## src/rtl/ttx_req_pkg.sv

```systemverilog
package ttx_req_pkg;

    // Width of each offset field in the control byte.
    localparam int OFS_W = 4;

    typedef logic [OFS_W-1:0] ofs_t;

    // Packed so that rise lands on ctrl[7:4] and trim on ctrl[3:0].
    typedef struct packed {
        ofs_t rise;
        ofs_t trim;
    } edge_cfg_t;

endpackage

```

## src/rtl/ttx_line_timer.sv

```systemverilog
module ttx_line_timer #(
    parameter int CNT_W   = 11,
    parameter int CNT_MAX = 1700
) (
    input  logic             clk,
    input  logic             rst_n,
    input  logic             line_start,
    output logic             running,
    output logic [CNT_W-1:0] cnt
);

    localparam logic [CNT_W-1:0] CNT_LIMIT = CNT_W'(CNT_MAX);

    typedef struct packed {
        logic             run;
        logic [CNT_W-1:0] cnt;
    } timer_t;

    timer_t tmr_d, tmr_q;

    always_comb begin
        tmr_d = tmr_q;
        if (line_start) begin
            tmr_d.run = 1'b1;
            tmr_d.cnt = '0;
        end else if (tmr_q.run && (tmr_q.cnt != CNT_LIMIT)) begin
            tmr_d.cnt = tmr_q.cnt + 1'b1;
        end
    end

    always_ff @(posedge clk or negedge rst_n) begin
        if (!rst_n) begin
            tmr_q <= '0;
        end else begin
            tmr_q <= tmr_d;
        end
    end

    assign running = tmr_q.run;
    assign cnt     = tmr_q.cnt;

endmodule

```

## src/rtl/ttx_edge_calc.sv

```systemverilog
module ttx_edge_calc
    import ttx_req_pkg::*;
#(
    parameter int START_CLKS = 244,
    parameter int WIN_CLKS   = 1400,
    parameter int CNT_W      = 11
) (
    input  edge_cfg_t        cfg,
    output logic [CNT_W-1:0] open_pos,
    output logic [CNT_W-1:0] close_pos
);

    localparam int OFS_MAX = (1 << OFS_W) - 1;
    localparam logic [CNT_W-1:0] START_V = CNT_W'(START_CLKS);
    localparam logic [CNT_W-1:0] WIN_V   = CNT_W'(WIN_CLKS);

    logic [CNT_W-1:0] width;

    generate
        if (WIN_CLKS > OFS_MAX) begin : g_no_clamp
            // The largest trim can never exhaust the window.
            always_comb width = WIN_V - CNT_W'(cfg.trim);
        end else begin : g_clamp
            always_comb begin
                if (CNT_W'(cfg.trim) >= WIN_V) begin
                    width = '0;
                end else begin
                    width = WIN_V - CNT_W'(cfg.trim);
                end
            end
        end
    endgenerate

    always_comb begin
        open_pos  = START_V + CNT_W'(cfg.rise);
        close_pos = open_pos + width;
    end

endmodule

```

## src/rtl/teletext_req_gen.sv

```systemverilog
module teletext_req_gen
    import ttx_req_pkg::*;
#(
    parameter int START_CLKS = 244,
    parameter int WIN_CLKS   = 1400
) (
    input  logic       clk,
    input  logic       rst_n,
    input  logic       line_start,
    input  logic       ttx_line_en,
    input  logic [7:0] ctrl_reg,
    output logic       ttx_req
);

    localparam int OFS_MAX = (1 << OFS_W) - 1;
    localparam int CNT_MAX = START_CLKS + OFS_MAX + WIN_CLKS + 1;
    localparam int CNT_W   = $clog2(CNT_MAX + 1);

    typedef struct packed {
        edge_cfg_t cfg;
        logic      line_on;
        logic      req;
    } state_t;

    state_t st_d, st_q;

    logic             running;
    logic [CNT_W-1:0] cnt;
    logic [CNT_W-1:0] open_pos;
    logic [CNT_W-1:0] close_pos;

    ttx_line_timer #(
        .CNT_W   (CNT_W),
        .CNT_MAX (CNT_MAX)
    ) u_timer (
        .clk        (clk),
        .rst_n      (rst_n),
        .line_start (line_start),
        .running    (running),
        .cnt        (cnt)
    );

    ttx_edge_calc #(
        .START_CLKS (START_CLKS),
        .WIN_CLKS   (WIN_CLKS),
        .CNT_W      (CNT_W)
    ) u_edges (
        .cfg       (st_q.cfg),
        .open_pos  (open_pos),
        .close_pos (close_pos)
    );

    always_comb begin
        st_d = st_q;
        // Shadow the control byte and qualifier only at the line boundary.
        if (line_start) begin
            st_d.cfg     = edge_cfg_t'(ctrl_reg);
            st_d.line_on = ttx_line_en;
        end
        st_d.req = running && st_q.line_on &&
                   (cnt >= open_pos) && (cnt < close_pos);
    end

    always_ff @(posedge clk or negedge rst_n) begin
        if (!rst_n) begin
            st_q <= '0;
        end else begin
            st_q <= st_d;
        end
    end

    assign ttx_req = st_q.req;

endmodule

```

## config.mk

```make
export PLATFORM = sky130hd
export DESIGN_NAME = teletext_req_gen
export DESIGN_NICKNAME = d
export VERILOG_FILES = /design/src/rtl/ttx_req_pkg.sv /design/src/rtl/ttx_line_timer.sv /design/src/rtl/ttx_edge_calc.sv /design/src/rtl/teletext_req_gen.sv
export SDC_FILE = /design/constraint.sdc
export NUM_CORES = 1
export LEC_CHECK = 0
export ABC_AREA = 1
export BUFFER_PORTS_ARGS = -buffer_cell sky130_fd_sc_hd__clkbuf_2
export CORE_MARGIN = 2
export CORE_UTILIZATION = 47
export CTS_BUF_LIST = sky130_fd_sc_hd__clkbuf_4 sky130_fd_sc_hd__clkbuf_8
export DETAILED_ROUTE_END_ITERATION = 10
export HOLD_SLACK_MARGIN = 0.02
export PLACE_DENSITY = 0.69
export RECOVER_POWER = 100
export SLEW_MARGIN = 20
export SYNTH_ARGS = -nofsm -noshare
export SYNTH_HDL_FRONTEND = slang
export SYNTH_SLANG_ARGS = --single-unit
```

## constraint.sdc

```tcl
create_clock -name clk -period 2.73 [get_ports clk]
set_input_delay 0 -clock clk [delete_from_list [all_inputs] [get_ports clk]]
set_output_delay 0 -clock clk [all_outputs]
set_load 0.1 [all_outputs]
```

==> flow_summary.json, run 1 <==
{
  "status": "finished clean",
  "crit_slowest_cell": "dfrtp_1",
  "cts_max_level": 1,
  "gp_congestion": 0.917,
  "cts_sinks": 22,
  "io_pins": 13,
  "final_core_util_pct": 55.6,
  "slew_headroom_pct": 20.4,
  "path_class": "flop to flop",
  "pwr-share-clk_pct": 29.0,
  "antenna_found_initial": 0,
  "cts_setup_buffers": 0,
  "dr.first_iter.drc_count": 93,
  "slew_viol_final": 0,
  "synthesis.yosys.warnings": 0,
  "first_global_vias": 1516,
  "finish.instance_area_sq_um": 2020,
  "irDropWorstVdd_mv": 0.322,
  "required_ns": 2.94,
  "first_pass_iters": 5,
  "fillers": 353,
  "cp_slowest_stage_delay_ns": 0.41,
  "ys_seq_area_share_pct": 31.2,
  "register_area_sq_um": 551,
  "routed_wl_microns": 3800,
  "sw_frac_of_total_pct": 30.2,
  "syn_to_final_growth_pct": 14.5,
  "clock_path_buffers": 2,
  "hold_path_depth": 3,
  "synth_most_common_cell": "nand2_1",
  "die_h_microns": 65.3,
  "grt_start_max_net_pins": 23,
  "cp-end-kind": "flop",
  "fin_tns_setup_ns": 0,
  "rows": 22,
  "arrival_ns": 2.68,
  "die_w_microns": 65.3,
  "hold_viol_final": 0,
  "holdCritPathClass": "input pin to flop",
  "synthArstFlopShare_pct": 100,
  "ys_seq_elements": 22,
  "vias_per_cell": 5.01,
  "p_int_uw": 566,
  "synth.area.top_cells": "dfrtp_1, ha_1, nand2_1, inv_1, nor2_1",
  "portBuffers": 12,
  "grt.total_usage_pct": 21.3,
  "cp-start-kind": "flop",
  "syn_inst": 239,
  "syn_avg_cell_area_sq_um": 7.38,
  "via_count": 1553,
  "multi_input_area_sq_um": 1070,
  "antenna_left": 0,
  "antennaDiodeCount": 0,
  "rsz0062_at_grt": "false",
  "cp_max_fo": 4,
  "cellPowerDensity_nw_per_um2": 402,
  "nNetsFinal": 304,
  "hpwl_microns": 2830,
  "drv_cap": 0,
  "core-area_sq_um": 3630,
  "synth_top_area_cell": "dfrtp_1",
  "wire_per_inst_microns": 12.2,
  "clk_latency_ns": 0.27,
  "placed_area_sq_um": 1880,
  "tritoncts": "built",
  "cts_buffers": 3,
  "start_util_pct": 48.6,
  "path_clk_slew_ns": 0.08,
  "synth_top_area_share_pct": 31.2,
  "timing.final.crit_share_pct": 90.6,
  "grt.overflow.total": 0,
  "pwr-share-seq_pct": 43.8,
  "synth-edff-count": 0,
  "path_cells": "ha_1 > inv_1 > ha_1 > inv_1 > ha_1 > a21oi_2 > xor2_1 > ha_1 > nand2_1 > a21oi_1 > nor2_1 > nand2_1 > nand2_1 > nand2_1 > nor2_1",
  "fmax_mhz": 404,
  "min_period_ns": 2.47,
  "share_comb_of_total_power_pct": 27.2,
  "setup_viol": 0,
  "dieArea_sq_um": 4260,
  "worst_pin_slew_ns": 1.19,
  "synth_cell_type_count": 22,
  "syn-cell-area_sq_um": 1760,
  "cts_root_buf": "clkbuf_8",
  "ff2ff_path_depth": 15,
  "grt_pass1_wl_microns": 6960,
  "power.static_leakage_uw": 0.00112,
  "drc": 0,
  "final_layout_size_suffix_gt1_share_pct": 8.02,
  "skew_ns": 0.00947,
  "yosys-top-cells-count": "nand2_1, ha_1, inv_1",
  "p_switching_uw": 245,
  "synth_fp_nets": 280,
  "synth_ff_type": "dfrtp_1"
}
placed cells by master, fill, tap and decap left out:
cell type / instances
a21o_1: 2
clkbuf_1: 2
nor3_1: 2
a21oi_2: 1
dfrtp_1: 22
xor2_1: 6
nor2_4: 1
ha_1: 28
nand2_2: 1
buf_4: 1
inv_2: 2
clkinvlp_2: 1
a21oi_1: 5
clkbuf_2: 10
nand2_1: 77
inv_1: 28
fa_1: 1
nand4_1: 10
o21ai_0: 10
nand3_1: 14
nor2_1: 21
a211oi_1: 1
dlygate4sd3_1: 10
o21ai_1: 1
xnor2_1: 1
clkbuf_8: 4
per-stage QoR:
step	hold slack, ns	total power, uW	cells	setup WS (ns)
floorplan	-0.296	512	239	0.340
global placement	0.0185	563	296	0.274
detailed placement	0.0144	567	296	0.213
CTS	0.124	818	310	0.187
global route	0.188	881	310	0.00396
finish	0.146	811	310	0.257
critical path, delay by kind of cell (launching register included):
family	cells	cell delay (ns)
buf+inv	2	0.09
compound gates	2	0.23
fa+ha+maj	4	1.14
flops	1	0.41
simple gates	6	0.37
xor+xnor	1	0.17
repair_timing:
item	4_1_cts	5_1_grt
endpoints found under the setup margin	0	1
endpoints found under the hold margin	31	0
hold buffers	10	0
resized for setup	0	1
power groups by stage:
stage	clock (uW)	combinational [uW]	sequential, uW
global placement	0	202	361
CTS	243	220	355
floorplan	0	155	357
detailed placement	0	205	361
finish	235	221	355
global route	256	268	358
layer usage:
metal  up-vias  GRT usage [%]  share of wire, %
li1        819              -                 -
met1       693           29.5                50
met2        31           33.9                45
met3        10           3.60               3.1
met4         0           6.51               2.1
met5         -              0                 0
final timing paths:
path | slack (ns) | start | end
setup / recovery | 0.26 | st_q[8]$_DFFE_PN0P_ | ttx_req$_DFF_PN0_
hold / removal | 0.15 | line_start | st_q[5]$_DFFE_PN0P_
setup reg to reg | 0.26 | st_q[8]$_DFFE_PN0P_ | ttx_req$_DFF_PN0_
hold reg to reg | 0.49 | st_q[9]$_DFFE_PN0P_ | st_q[9]$_DFFE_PN0P_
max in group asynchronous | 1.52 | rst_n | u_timer.cnt[0]$_DFFE_PN0P_
min in group asynchronous | 0.50 | rst_n | st_q[7]$_DFFE_PN0P_
flip-flops by register name, indices dropped and copies added (netlist names):
name and cells:
st_q 9, ttx_req 1, u_timer.cnt 11, u_timer.running 1
cells by family (layout without fill, tap and decap cells):
logic type,after synthesis,in the layout,synth area share (%)
buffers and inverters,35,58,7.73
and+or+nand+nor,126,126,30.5
adders and majority gates,29,29,21.0
AOI/OAI and AO/OA,20,20,6.10
DFF,22,22,31.2
xor gates and xnor gates,7,7,3.48
area by class of cell:
type / instances / share of cell area, %
Multi-Input combinational cell: 182 / 53.0
Sequential cell: 22 / 27.3
Timing Repair Buffer: 23 / 8.18
Inverter: 31 / 5.82
Tap cell: 48 / 2.97
Clock buffer: 4 / 2.73
(Power assumes the default switching activity.)
==> run 2: changes to the inputs <==
- clock period: 2.73 -> 2.4 ns (I/O delays scaled with it)
==> run 2 against run 1 <==
Net effect: critical path depth is 1 higher; global-route usage is 0.47 points lower; die area stayed put; via count is 3.1% higher; design area is 7.1% higher; first-iteration DRC count is 28% lower; register-to-register slack worse by 0.25 ns; sequential share of layout area is 1.8 points lower; maximum frequency is 3.2% higher; flip-flop and latch count stayed put; largest power group unchanged; highest routed layer unchanged.
==> flow_summary.json, run 2 (synthesis gave the netlist of run 1 again) <==
{
  "status": "finished clean",
  "total_power_uw": 1020,
  "holdCritPathClass": "input pin to flop",
  "via_count": 1601,
  "dieArea_sq_um": 4260,
  "portBuffers": 12,
  "required_ns": 2.60,
  "die_w_microns": 65.3,
  "fin_tns_setup_ns": 0,
  "arrival_ns": 2.60,
  "grt_start_max_net_pins": 23,
  "setup_viol": 0,
  "met3_usage_pct": 2.05,
  "first_global_vias": 1520,
  "rows": 22,
  "io_pins": 13,
  "grt_pass1_wl_microns": 6890,
  "dr.first_iter.drc_count": 67,
  "grt.overflow.total": 0,
  "met1_usage_pct": 28.9,
  "wire_per_inst_microns": 12.8,
  "clk_latency_ns": 0.27,
  "vias_per_cell": 5.05,
  "cts_root_buf": "clkbuf_8",
  "gp_congestion": 0.861,
  "cts_buffers": 3,
  "multi_input_area_sq_um": 1160,
  "busiest_layer": "met2",
  "die_h_microns": 65.3,
  "mostFrequentLayoutCells": "nand2_1, inv_1, ha_1, dfrtp_1, nor2_1",
  "timing.final.crit_share_pct": 99.9,
  "drc": 0,
  "hold_viol_final": 0,
  "nNetsFinal": 310,
  "first_pass_iters": 4,
  "cp-end-kind": "flop",
  "drv_cap": 0,
  "holdWs_ns": 0.144,
  "core-area_sq_um": 3630,
  "hpwl_microns": 2920,
  "register_area_sq_um": 551,
  "skew_ns": 0.00550,
  "fmax_mhz": 417,
  "irDropWorstVdd_mv": 0.270,
  "largest_register_ffs": 11,
  "final_layout_size_suffix_gt1_share_pct": 15.7,
  "power.static_leakage_uw": 0.00116,
  "cp-start-kind": "flop",
  "grt_util_met2_pct": 33.9,
  "fillers": 335,
  "reg2reg_setup_slack_ns": 0.003,
  "start_util_pct": 48.6,
  "grt.total_usage_pct": 20.8,
  "path_class": "flop to flop",
  "clock_path_buffers": 2,
  "rsz0062_at_grt": "true",
  "routed_wl_microns": 4040,
  "slew_viol_final": 0,
  "cellPowerDensity_nw_per_um2": 470,
  "slew_headroom_pct": 20.1,
  "tritoncts": "built",
  "cts_sinks": 22,
  "min_period_ns": 2.40,
  "antenna_left": 0,
  "path_clk_slew_ns": 0.08,
  "worst_pin_slew_ns": 1.20,
  "layout_commonest_cell": "nand2_1",
  "cp_max_fo": 3,
  "cts_max_level": 1,
  "antenna_found_initial": 0,
  "syn_to_final_growth_pct": 22.6
}
## run 2: cell type report
type	instances	share of cell area, %
well taps	48	2.78
diodes	1	0.116
multi-input cells	182	53.7
clock buffers	4	2.55
flip-flops and latches	22	25.5
inverters	31	5.61
repair buffers	29	9.78
## run 2: per-stage QoR
step	util (%)	instances	setup WS (ns)	cell area [sq um]
2_1_floorplan	-	239	0.0104	1760
3_3_place_gp	52.7	301	-0.00491	1910
3_5_place_dp	52.7	301	-0.101	1910
4_1_cts	58.1	315	0.00313	2110
5_1_grt	59.4	316	-0.145	2160
6_report	59.5	317	0.00298	2160
## run 2: worst paths after layout
path,from,endpoint,cells past startpoint
min in group asynchronous,rst_n,u_timer.cnt[2]$_DFFE_PN0P_,2
min,line_start,st_q[2]$_DFFE_PN0P_,3
min reg2reg,st_q[2]$_DFFE_PN0P_,st_q[2]$_DFFE_PN0P_,2
max reg2reg,st_q[9]$_DFFE_PN0P_,ttx_req$_DFF_PN0_,16
max in group asynchronous,rst_n,st_q[4]$_DFFE_PN0P_,2
max,st_q[9]$_DFFE_PN0P_,ttx_req$_DFF_PN0_,16
## run 2: layer usage
metal,wire [microns],vias to the layer above
li1,-,833
met1,1940,731
met2,1900,28
met3,115,9
met4,94,0
met5,0,-
## run 2: power breakdown
group,total (uW),internal (uW),switching [uW]
Combinational,340,165,175
Clock,272,146,125
Sequential,403,388,15.6
## run 2: worst max-delay path, cell delays in order (launching register included)
cell and delay [ns]:
dfrtp_1 0.38, ha_1 0.30, inv_2 0.08, ha_4 0.13
inv_2 0.04, ha_4 0.24, a21oi_1 0.15, nand2_1 0.08
xor2_1 0.14, ha_1 0.29, nand2_1 0.09, a21oi_1 0.05
nor2_1 0.10, nand2_1 0.05, nand2_1 0.05, nand2_1 0.05
nor2_1 0.11
## run 2: timing repair
action | in CTS | in global routing
endpoints found under the hold margin | 31 | 0
endpoints found under the setup margin | 1 | 1
cloned | 0 | 0
pin swaps | 1 | 14
buffers inserted | 0 | 1
resized for setup | 5 | 9
hold buffers | 10 | 0
